$ cat src/rtl/pps_pkg.sv
// Shared types for the pulse-per-second flywheel.
package pps_pkg;
    // Alignment state: waiting for an external edge, or free-running.
    typedef enum logic {
        ST_ARMED  = 1'b0,
        ST_LOCKED = 1'b1
    } pps_state_t;
endpackage

$ cat src/rtl/pps_edge_det.sv
// Rising-edge recogniser for the external pulse level.
// Assumes the input is already synchronous to clk (the upstream capture
// registers handle the crossing). One register stage, then a compare
// with the previous sample.
module pps_edge_det (
    input  logic clk,
    input  logic rst_n,
    input  logic level_i,
    output logic rise_o
);
    logic samp_q;
    logic prev_q;

    // Capture the level and keep the previous sample.
    always_ff @(posedge clk) begin
        if (!rst_n) begin
            samp_q <= 1'b0;
            prev_q <= 1'b0;
        end else begin
            samp_q <= level_i;
            prev_q <= samp_q;
        end
    end

    // A rise is a high sample after a low one.
    always_comb rise_o = samp_q & ~prev_q;
endmodule

$ cat src/rtl/pps_phase_ctrl.sv
// Arm/lock controller. Reset leaves it armed. A recognised edge while
// armed locks it and requests a counter reload. A rearm request always
// wins and returns it to armed.
module pps_phase_ctrl
    import pps_pkg::*;
(
    input  logic       clk,
    input  logic       rst_n,
    input  logic       rearm_i,
    input  logic       rise_i,
    output pps_state_t state_o,
    output logic       align_o
);
    pps_state_t state_q;

    // Alignment happens only while armed, on an edge, without a rearm.
    always_comb align_o = (state_q == ST_ARMED) && rise_i && !rearm_i;

    // State register with rearm priority.
    always_ff @(posedge clk) begin
        if (!rst_n)       state_q <= ST_ARMED;
        else if (rearm_i) state_q <= ST_ARMED;
        else if (align_o) state_q <= ST_LOCKED;
    end

    // Expose the state to the datapath.
    always_comb state_o = state_q;
endmodule

$ cat src/rtl/pps_sec_counter.sv
// Cycles-per-second counter. Reloads to zero on align and wraps at
// PERIOD-1 while running. Assumes PERIOD >= 2.
module pps_sec_counter #(
    parameter int PERIOD = 209715200
) (
    input  logic clk,
    input  logic rst_n,
    input  logic align_i,
    input  logic run_i,
    output logic at_zero_o,
    output logic at_last_o
);
    localparam int CW = (PERIOD > 1) ? $clog2(PERIOD) : 1;
    localparam logic [CW-1:0] LAST = CW'(PERIOD - 1);

    logic [CW-1:0] cnt_q;

    // Reload on alignment, otherwise count and wrap while running.
    always_ff @(posedge clk) begin
        if (!rst_n)       cnt_q <= '0;
        else if (align_i) cnt_q <= '0;
        else if (run_i)   cnt_q <= (cnt_q == LAST) ? '0 : cnt_q + 1'b1;
    end

    // Phase markers for the tick and for the coincidence test.
    always_comb begin
        at_zero_o = (cnt_q == '0);
        at_last_o = (cnt_q == LAST);
    end
endmodule

$ cat src/rtl/pps_err_count.sv
// Saturating counter of edges that miss the internal tick. Cleared
// synchronously. Assumes W >= 1.
module pps_err_count #(
    parameter int W = 8
) (
    input  logic         clk,
    input  logic         rst_n,
    input  logic         clr_i,
    input  logic         inc_i,
    output logic [W-1:0] cnt_o
);
    localparam logic [W-1:0] MAXV = '1;

    logic [W-1:0] cnt_q;

    // Clear has priority; increment stops at the maximum.
    always_ff @(posedge clk) begin
        if (!rst_n)                        cnt_q <= '0;
        else if (clr_i)                    cnt_q <= '0;
        else if (inc_i && cnt_q != MAXV)   cnt_q <= cnt_q + 1'b1;
    end

    // Drive the output.
    always_comb cnt_o = cnt_q;
endmodule

$ cat src/rtl/pps_flywheel.sv
// Pulse-per-second flywheel top. Aligns an internal second counter to
// the first external edge after arming, then free-runs and counts
// external edges that do not coincide with its own tick.
// Assumes pps_in_i is synchronous to clk and CYCLES_PER_SEC >= 2.
module pps_flywheel
    import pps_pkg::*;
#(
    parameter int CYCLES_PER_SEC = 209715200,
    parameter int ERR_W          = 8
) (
    input  logic             clk,
    input  logic             rst_n,
    input  logic             rearm_i,
    input  logic             pps_in_i,
    output logic             tick_o,
    output logic             armed_o,
    output logic             locked_o,
    output logic [ERR_W-1:0] err_cnt_o
);
    logic       rise;
    logic       align;
    logic       at_zero;
    logic       at_last;
    logic       miss;
    pps_state_t state;

    pps_edge_det u_edge (
        .clk     (clk),
        .rst_n   (rst_n),
        .level_i (pps_in_i),
        .rise_o  (rise)
    );

    pps_phase_ctrl u_ctrl (
        .clk     (clk),
        .rst_n   (rst_n),
        .rearm_i (rearm_i),
        .rise_i  (rise),
        .state_o (state),
        .align_o (align)
    );

    pps_sec_counter #(.PERIOD(CYCLES_PER_SEC)) u_cnt (
        .clk       (clk),
        .rst_n     (rst_n),
        .align_i   (align),
        .run_i     (state == ST_LOCKED),
        .at_zero_o (at_zero),
        .at_last_o (at_last)
    );

    // An edge in lock misses unless it is seen on the last count.
    always_comb miss = (state == ST_LOCKED) && rise && !at_last && !rearm_i;

    pps_err_count #(.W(ERR_W)) u_err (
        .clk   (clk),
        .rst_n (rst_n),
        .clr_i (rearm_i),
        .inc_i (miss),
        .cnt_o (err_cnt_o)
    );

    // Status and tick outputs.
    always_comb begin
        armed_o  = (state == ST_ARMED);
        locked_o = (state == ST_LOCKED);
        tick_o   = (state == ST_LOCKED) && at_zero;
    end
endmodule

$ cat config.mk
export PLATFORM = sky130hd
export DESIGN_NAME = pps_flywheel
export DESIGN_NICKNAME = d
export VERILOG_FILES = /design/src/rtl/pps_pkg.sv /design/src/rtl/pps_edge_det.sv /design/src/rtl/pps_phase_ctrl.sv /design/src/rtl/pps_sec_counter.sv /design/src/rtl/pps_err_count.sv /design/src/rtl/pps_flywheel.sv
export SDC_FILE = /design/constraint.sdc
export NUM_CORES = 1
export LEC_CHECK = 0
export ABC_AREA = 1
export BUFFER_PORTS_ARGS = -buffer_cell sky130_fd_sc_hd__buf_2
export CAP_MARGIN = 20
export CORE_MARGIN = 2
export CORE_UTILIZATION = 55
export DETAILED_ROUTE_END_ITERATION = 10
export GPL_TIMING_DRIVEN = 0
export PLACE_DENSITY = 0.7
export SLEW_MARGIN = 20
export SYNTH_ARGS = -nofsm -noshare
export SYNTH_HDL_FRONTEND = slang
export SYNTH_SLANG_ARGS = --single-unit
$ cat constraint.sdc
create_clock -name clk -period 2.1 [get_ports clk]
set_input_delay 0.105 -clock clk [delete_from_list [all_inputs] [get_ports clk]]
set_output_delay 0.105 -clock clk [all_outputs]
set_load 0.01 [all_outputs]
==> impl_metrics.toml, run 1 <==
[global_route]
grt_pass1_wl_um = 8211
grt_pass1_vias = 1852
grt_max_degree = 12
antenna_found_initial = 0
grt_overflow_total = 0
grtUsageTotal = 0.2379

[critical_path]
start_kind = "register"
path_cells = "inv_2, nor4_1, nand4_1, nor2_1, buf_2"
required_ps = 2000
slowest_delay_ps = 540
criticalPathCategory = "register to primary output"
cp-end-kind = "primary output"
cp_slowest_cell = "dfxtp_1"
worstPathArrival_ps = 1670
cp_max_fo = 8

[clocking]
clk_latency_ps = 290
root_buffer = "clkbuf_8"
post_cts_buffers = 0
cts_tree = "built"
htree_levels = 2
cts_sinks = 39
clk_path_buf_depth = 2
path_clk_slew_ps = 70
cts_buffers = 5

[placed_design]
dp_hpwl_um = 3877
portBuffers = 14
place_ws_ps = 455.0
placed_area_um2 = 2454
routabilityCongestion = 0.8673

[yosys]
yosysTopAreaCell = "dfxtp_1"
ys_seq_elements = 39
syn_area_per_cell_um2 = 6.631
synth_cell_types = 30
synth_nets = 357
ys_warn_count = 0
dominantRegCellSynth = "dfxtp_1"
ys_seq_area_frac = 0.3364
syn-cell-area_um2 = 2321
async_flop_share = 0
synth_commonest_cells = "79 x nand2_1, 67 x nor2_1, 53 x inv_1"
yosysMostFrequentCell = "nand2_1"
synth.top_cell.area_share = 0.3364
synth_edf_count = 0
synth.area.top_cells = "dfxtp_1 34%, nand2_1 13%, nor2_1 11%, inv_1 8.6%, nand3_1 4.3%"
syn_inst = 350

[drt]
drc = 0
firstDrtPassIters = 4
ant_nets = 0
wl_um = 5042
dr_total_vias = 2127
post_drt_wl_per_cell_um = 11.95
drtIter0Drc = 87
vias_per_cell = 5.040

[floorplan]
dieArea_um2 = 4755
die_w_um = 68.96
start_util = 0.5761
die_h_um = 68.96
core_um2 = 4029
ios = 15
rows = 23

[min_path]
hp-class = "input port to register"

[cells_and_area]
areaGrowthSynthToFinish_pct = 9.919
stdcell_area_um2 = 2551
drive_above_1_share = 0.1452
multi_input_area_um2 = 1304
seqCellArea_um2 = 780.7
num_antenna_cells = 0
n_fill_cell = 407
fin_nets = 379
fin_util = 0.6332

[sta]
tightest_slew_ps = 374.8
fin_crit_sh = 0.8444
finalCriticalPeriod_ps = 1773
max_clock_freq_ghz = 0.5639
fin_tns_setup_ps = 0
rsz0062_at_grt = "false"
slew_headroom = 0.7499
fin_ws_ps = 326.7
finalMaxSlewViolations = 0
hold_viol = 0
finalClockSkew_ps = 8.613
finalSetupViolations = 0
hold_ws_ps = 16.32

[flow_run]
cap_violations = 0

[power_and_ir_drop]
leakagePower_nw = 1.096
power_density_nw_per_um2 = 513.4
ir_drop_mv = 0.4104

[outcome]
outcome = "finished, final reports clean"
[report_power, final]
group          internal [mW]  switching (mW)  total, mW
Combinational         0.0181          0.0361     0.0542
Sequential             0.743         0.00443      0.748
Clock                  0.257           0.251      0.508
[final timing paths]
| kind | start | end | slack [ps] | depth (start not counted) |
|---|---|---|---|---|
| max | u_ctrl.state_o | tick_o | 330 | 5 |
| min | rst_n | u_edge.prev_q | 20 | 3 |
| max reg2reg | u_cnt.cnt_q[6] | u_cnt.cnt_q[17] | 450 | 8 |
| min reg2reg | u_edge.samp_q | u_edge.prev_q | 430 | 2 |
[final cells by class]
class                      instances  area share
buffer                             3     0.01177
clock buffer                       6     0.03237
clock inverter                     1    0.001962
inverter                          55     0.08092
multi-input combinational        253      0.5110
sequential                        39      0.3060
tap                               50     0.02452
timing repair buffer              15     0.03139
[cells in the final DEF (no fill, tap or decap), types with 5 or more instances in the layout]
cell	instances
nand2_1	79
nor2_1	67
inv_1	53
dfxtp_1	39
nand3_1	20
nor3_1	14
nand4_1	14
buf_2	14
nand2_2	10
xor2_1	8
nor2_2	6
clkbuf_8	6
nor4_1	5
nor2_4	5
xnor2_1	5
[state kept, by name, summed over array words and instances (netlist names)]
name	cells
u_cnt.cnt_q	28
u_err.cnt_o	8
u_ctrl.state_o	1
u_edge.prev_q	1
u_edge.samp_q	1
[metrics by stage]
stage               power, mW  instances
floorplan              0.7991        350
global placement       0.8175        414
detailed placement     0.8177        414
CTS                     1.329        422
global route            1.365        422
finish                  1.310        422
[routing by layer]
layer	GRT usage	part of all wire	routed length, um
met2	0.4002	0.47	2366
met3	0.06494	0.040	202
met5	0	0	0
met1	0.2840	0.47	2354
met4	0.1005	0.024	119
[logic make-up (layout without fill, tap and decap cells)]
logic type      Yosys count  count (layout)  share of synthesized area
fa+ha+maj                 3               3                    0.01617
xor+xnor                 13              13                    0.04906
buf+inv                  58              80                     0.1019
flops                    39              39                     0.3364
simple gates            228             228                     0.4701
compound gates            9               9                    0.02642
[what timing repair did]
action,CTS,global route
hold endpoints to repair,1,0
hold buffers,1,0
gates resized for setup,0,0
[critical path, delay by kind of cell (launching register included)]
family	cells	cell delay, ps
buf+inv	2	280
flops	1	540
simple gates	3	540
Note: power is estimated with default switching activity, not from simulation.
==> run 2, diff against run 1 <==
Settings changed: CORE_UTILIZATION 55 to 54, PLACE_DENSITY 0.7 to 0.72.
Clock period 2.1 ns to 1.6 ns, I/O delays scaled along.
==> impl_metrics.toml, run 2 (synthesis results as in run 1) <==
[outcome]
outcome = "finished, final reports clean"

[drt]
firstDrtPassIters = 4
dr_total_vias = 2195
drtIter0Drc = 137
post_drt_wl_per_cell_um = 12.34
vias_per_cell = 5.105
ant_nets = 0
drc = 0
wl_um = 5308

[sta]
finalClockSkew_ps = 6.885
hold_ws_ps = 162.9
fin_ws_ps = 86.98
finalCriticalPeriod_ps = 1513
hold_viol = 0
finalMaxSlewViolations = 0
fin_crit_sh = 0.9456
slew_headroom = 0.7640
rsz0062_at_grt = "true"
tightest_slew_ps = 353.7
finalSetupViolations = 0
max_clock_freq_ghz = 0.6609

[power_and_ir_drop]
leakagePower_nw = 1.176
ir_drop_mv = 0.5234
power_density_nw_per_um2 = 742.6

[cells_and_area]
fin_nets = 386
final_cell_mix = "76 x nand2_1, 65 x nor2_1, 52 x inv_1, 22 x dfxtp_1, 20 x nand3_1"
n_fill_cell = 362
multi_input_area_um2 = 1354
fin_util = 0.6738
drive_above_1_share = 0.2263
stdcell_area_um2 = 2734
top_register = "u_cnt.cnt_q"
areaGrowthSynthToFinish_pct = 17.79
num_antenna_cells = 0
final_cells = 430
largest_reg_flops = 28
final_common_cell = "nand2_1"
seqCellArea_um2 = 807.0

[critical_path]
crit_family = "simple AND/OR/NAND/NOR gates"
slowest_delay_ps = 370
path_cells = "inv_1, ha_1, nand2_1, nor3_2, nand3_1, nor2_1, buf_2"
cp-end-kind = "primary output"
cp_max_fo = 4
criticalPathCategory = "register to primary output"
worstPathArrival_ps = 1430
reg2reg_slack_ps = 100
cp_num_buf_inv = 2
cp_slowest_cell = "dfxtp_4"
required_ps = 1520
start_kind = "register"
r2r_start = "u_cnt.cnt_q[0]"
crit_start = "u_cnt.cnt_q[0]"

[clocking]
cts_sinks = 39
clk_latency_ps = 290
path_clk_slew_ps = 80
cts_buffers = 5
root_buffer = "clkbuf_8"
cts_tree = "built"
clk_path_buf_depth = 2
htree_levels = 2

[global_route]
grt_max_degree = 13
antenna_found_initial = 0
grt_overflow_total = 0
grt_pass1_wl_um = 9094
grt_pass1_vias = 2053
grtUsageTotal = 0.2324

[floorplan]
ios = 15
die_w_um = 69.56
dieArea_um2 = 4839
die_h_um = 69.56
rows = 23
core_um2 = 4058
start_util = 0.5720

[placed_design]
portBuffers = 14
placed_area_um2 = 2454
routabilityCongestion = 0.8919
dp_hpwl_um = 3846
place_inst = 414
place_ws_ps = -38.89

[flow_run]
cap_violations = 0

[min_path]
hp-class = "input port to register"
holdCritStartpoint = "rearm_i"
[run 2: cell count changes in the layout (fill, tap and decap cells not counted), sizes merged]
cell	change
bufinv	+2
clkinv	-1
dlygate4sd3	+2
buf	+5
[run 2: final timing paths]
kind	end	cells past startpoint
worst min-delay path	u_err.cnt_o[1]	4
worst max register to register	u_cnt.cnt_q[26]	9
worst min register to register	u_edge.prev_q	2
worst max-delay path	tick_o	7
[run 2: final cells by class]
class                   count  share of cell area
well taps                  50             0.02288
clock buffers               6             0.02654
flip-flops and latches     39              0.2952
clock inverters             2             0.02197
inverters                  55             0.07551
multi-input cells         253              0.4952
repair buffers             22             0.05034
plain buffers               3             0.01236
[run 2: repair_timing]
item	CTS	global route
pin swaps	3	4
hold buffers	3	0
resized for setup	6	28
setup endpoints to repair	14	28
hold endpoints to repair	2	0
buffers inserted	2	3
[run 2: stage by stage]
| stage | setup TNS, ps | power (mW) |
|---|---|---|
| CTS | 0 | 2.040 |
| detailed placement | -272.4 | 1.073 |
| floorplan | 0 | 1.049 |
| finish | 0 | 2.030 |
| global route | -211.6 | 2.097 |
| global placement | -343.0 | 1.073 |
[run 2: metal layers]
metal  vias to the layer above  track usage  wire, um
met5                         -            0         0
met4                         0      0.08061       100
met3                        11      0.04942       186
met2                        39       0.3932      2588
met1                       992       0.2920      2432
li1                       1153            -         -
[run 2: worst min-delay path, stage by stage]
cell     delay [ps]
buf_2           130
nor2_2          100
nand2_1          80
nor2_1           30
[run 2: report_power, final]
| group | leakage, nW | total (mW) | internal [mW] | switching (mW) |
|---|---|---|---|---|
| clock | 0.0654 | 0.968 | 0.623 | 0.344 |
| combinational | 0.786 | 0.0833 | 0.0318 | 0.0515 |
| sequential | 0.324 | 0.979 | 0.973 | 0.00597 |
| total | 1.18 | 2.03 | 1.63 | 0.402 |
==> run 3, diff against run 2 <==
Settings changed: CELL_PAD_IN_SITES_DETAIL_PLACEMENT set to 1, CELL_PAD_IN_SITES_GLOBAL_PLACEMENT set to 1, CORE_UTILIZATION 54 to 39.
==> impl_metrics.toml, run 3 (synthesis results as in run 1) <==
[floorplan]
rows = 28
ios = 15
die_w_um = 81.15
die_h_um = 81.15
core_um2 = 5851
start_util = 0.3967
dieArea_um2 = 6585

[outcome]
violations = "negative setup slack"
outcome = "finished, violations left"

[cells_and_area]
largest_reg_flops = 28
areaGrowthSynthToFinish_pct = 20.11
fin_util = 0.4765
final_common_cell = "nand2_1"
drive_above_1_share = 0.2677
seqCellArea_um2 = 812.0
num_antenna_cells = 0
stdcell_area_um2 = 2788
top_register = "u_cnt.cnt_q"
multi_input_area_um2 = 1409
final_cell_mix = "73 x nand2_1, 62 x nor2_1, 50 x inv_1, 20 x dfxtp_1, 19 x nand3_1"
fin_nets = 387
final_cells = 456
n_fill_cell = 765

[global_route]
grt_max_degree = 13
grtUsageTotal = 0.2176
grt_pass1_wl_um = 11040
antenna_found_initial = 0
grt_pass1_vias = 2325
grt_overflow_total = 0

[sta]
finalSetupViolations = 1
finalMaxSlewViolations = 0
fin_tns_setup_ps = -11.86
max_clock_freq_ghz = 0.6204
rsz0062_at_grt = "true"
fin_ws_ps = -11.86
tightest_slew_ps = 383.7
hold_viol = 0
finalCriticalPeriod_ps = 1612
finalClockSkew_ps = 4.447
slew_headroom = 0.7439
hold_ws_ps = 7.540
fin_crit_sh = 1.007

[placed_design]
place_ws_ps = -123.2
portBuffers = 14
place_inst = 439
routabilityCongestion = 0.8339
placed_area_um2 = 2485
dp_hpwl_um = 4864

[power_and_ir_drop]
switching_power_mw = 0.4231
leakagePower_nw = 1.189
power_density_nw_per_um2 = 622.6
combPwrFrac = 0.054
clockPowerShare = 0.382
p_seq_frac = 0.564
switching_share = 0.2438
p_int_mw = 1.312
ir_drop_mv = 0.4021
power_mw = 1.736

[critical_path]
slowest_delay_ps = 380
criticalPathCategory = "register to primary output"
cp_max_fo = 4
cp_slowest_cell = "nor4_1"
start_kind = "register"
worstPathArrival_ps = 1530
cp-end-kind = "primary output"
required_ps = 1520
path_cells = "nor4_1, nand4_1, nor2_1, buf_2"

[min_path]
hp-class = "input port to register"

[drt]
vias_per_cell = 4.956
wl_um = 6656
dr_total_vias = 2260
drtIter0Drc = 73
firstDrtPassIters = 4
drc = 0
ant_nets = 0
post_drt_wl_per_cell_um = 14.60

[flow_run]
cap_violations = 0

[clocking]
cts_sinks = 39
cts_tree = "built"
htree_levels = 2
root_buffer = "clkbuf_8"
path_clk_slew_ps = 80
clk_latency_ps = 290
cts_buffers = 5
clk_path_buf_depth = 2
## run 3: critical path: cells and delay by family, from the launching register on
family | cells | cell delay, ps
and+or+nand+nor | 3 | 750
DFF | 1 | 350
buffers and inverters | 1 | 140
## run 3: what timing repair did
item / in CTS / in global routing
hold buffers: 2 / 0
hold endpoints to repair: 1 / 0
pin swaps: 4 / 10
gates resized for setup: 10 / 45
setup endpoints to repair: 19 / 31
buffers inserted: 3 / 4
## run 3: power by group through the flow
stage                     logic, mW  clock network (mW)  registers [mW]
final                        0.0932               0.663           0.979
after global routing          0.105               0.733           0.980
after CTS                    0.0855               0.688           0.980
after detailed placement     0.0744                   0            1.00
after global placement       0.0733                   0            1.00
after floorplan              0.0459                   0            1.00
## run 3: final timing paths
kind / start / endpoint / slack (ps) / depth (start not counted)
max: u_cnt.cnt_q[11] / tick_o / -10 / 4
min: rst_n / u_edge.prev_q / 8 / 3
max reg2reg: u_cnt.cnt_q[18] / u_cnt.cnt_q[9] / 60 / 8
min reg2reg: u_edge.samp_q / u_edge.prev_q / 460 / 2
## run 3: layout make-up
cell class / count / area share
sequential: 39 / 0.2913
clock buffer: 6 / 0.02603
inverter: 55 / 0.07585
clock inverter: 2 / 0.004488
multi-input combinational: 253 / 0.5054
buffer: 3 / 0.01212
timing repair buffer: 23 / 0.05117
tap: 75 / 0.03366
## run 3: metal layers
| metal | GRT usage | wire length (um) | up-vias |
|---|---|---|---|
| met5 | 0 | 0 | - |
| met4 | 0.04068 | 41 | 0 |
| met3 | 0.03333 | 154 | 4 |
| met2 | 0.3545 | 3220 | 22 |
| met1 | 0.3067 | 3240 | 1080 |
| li1 | - | - | 1154 |
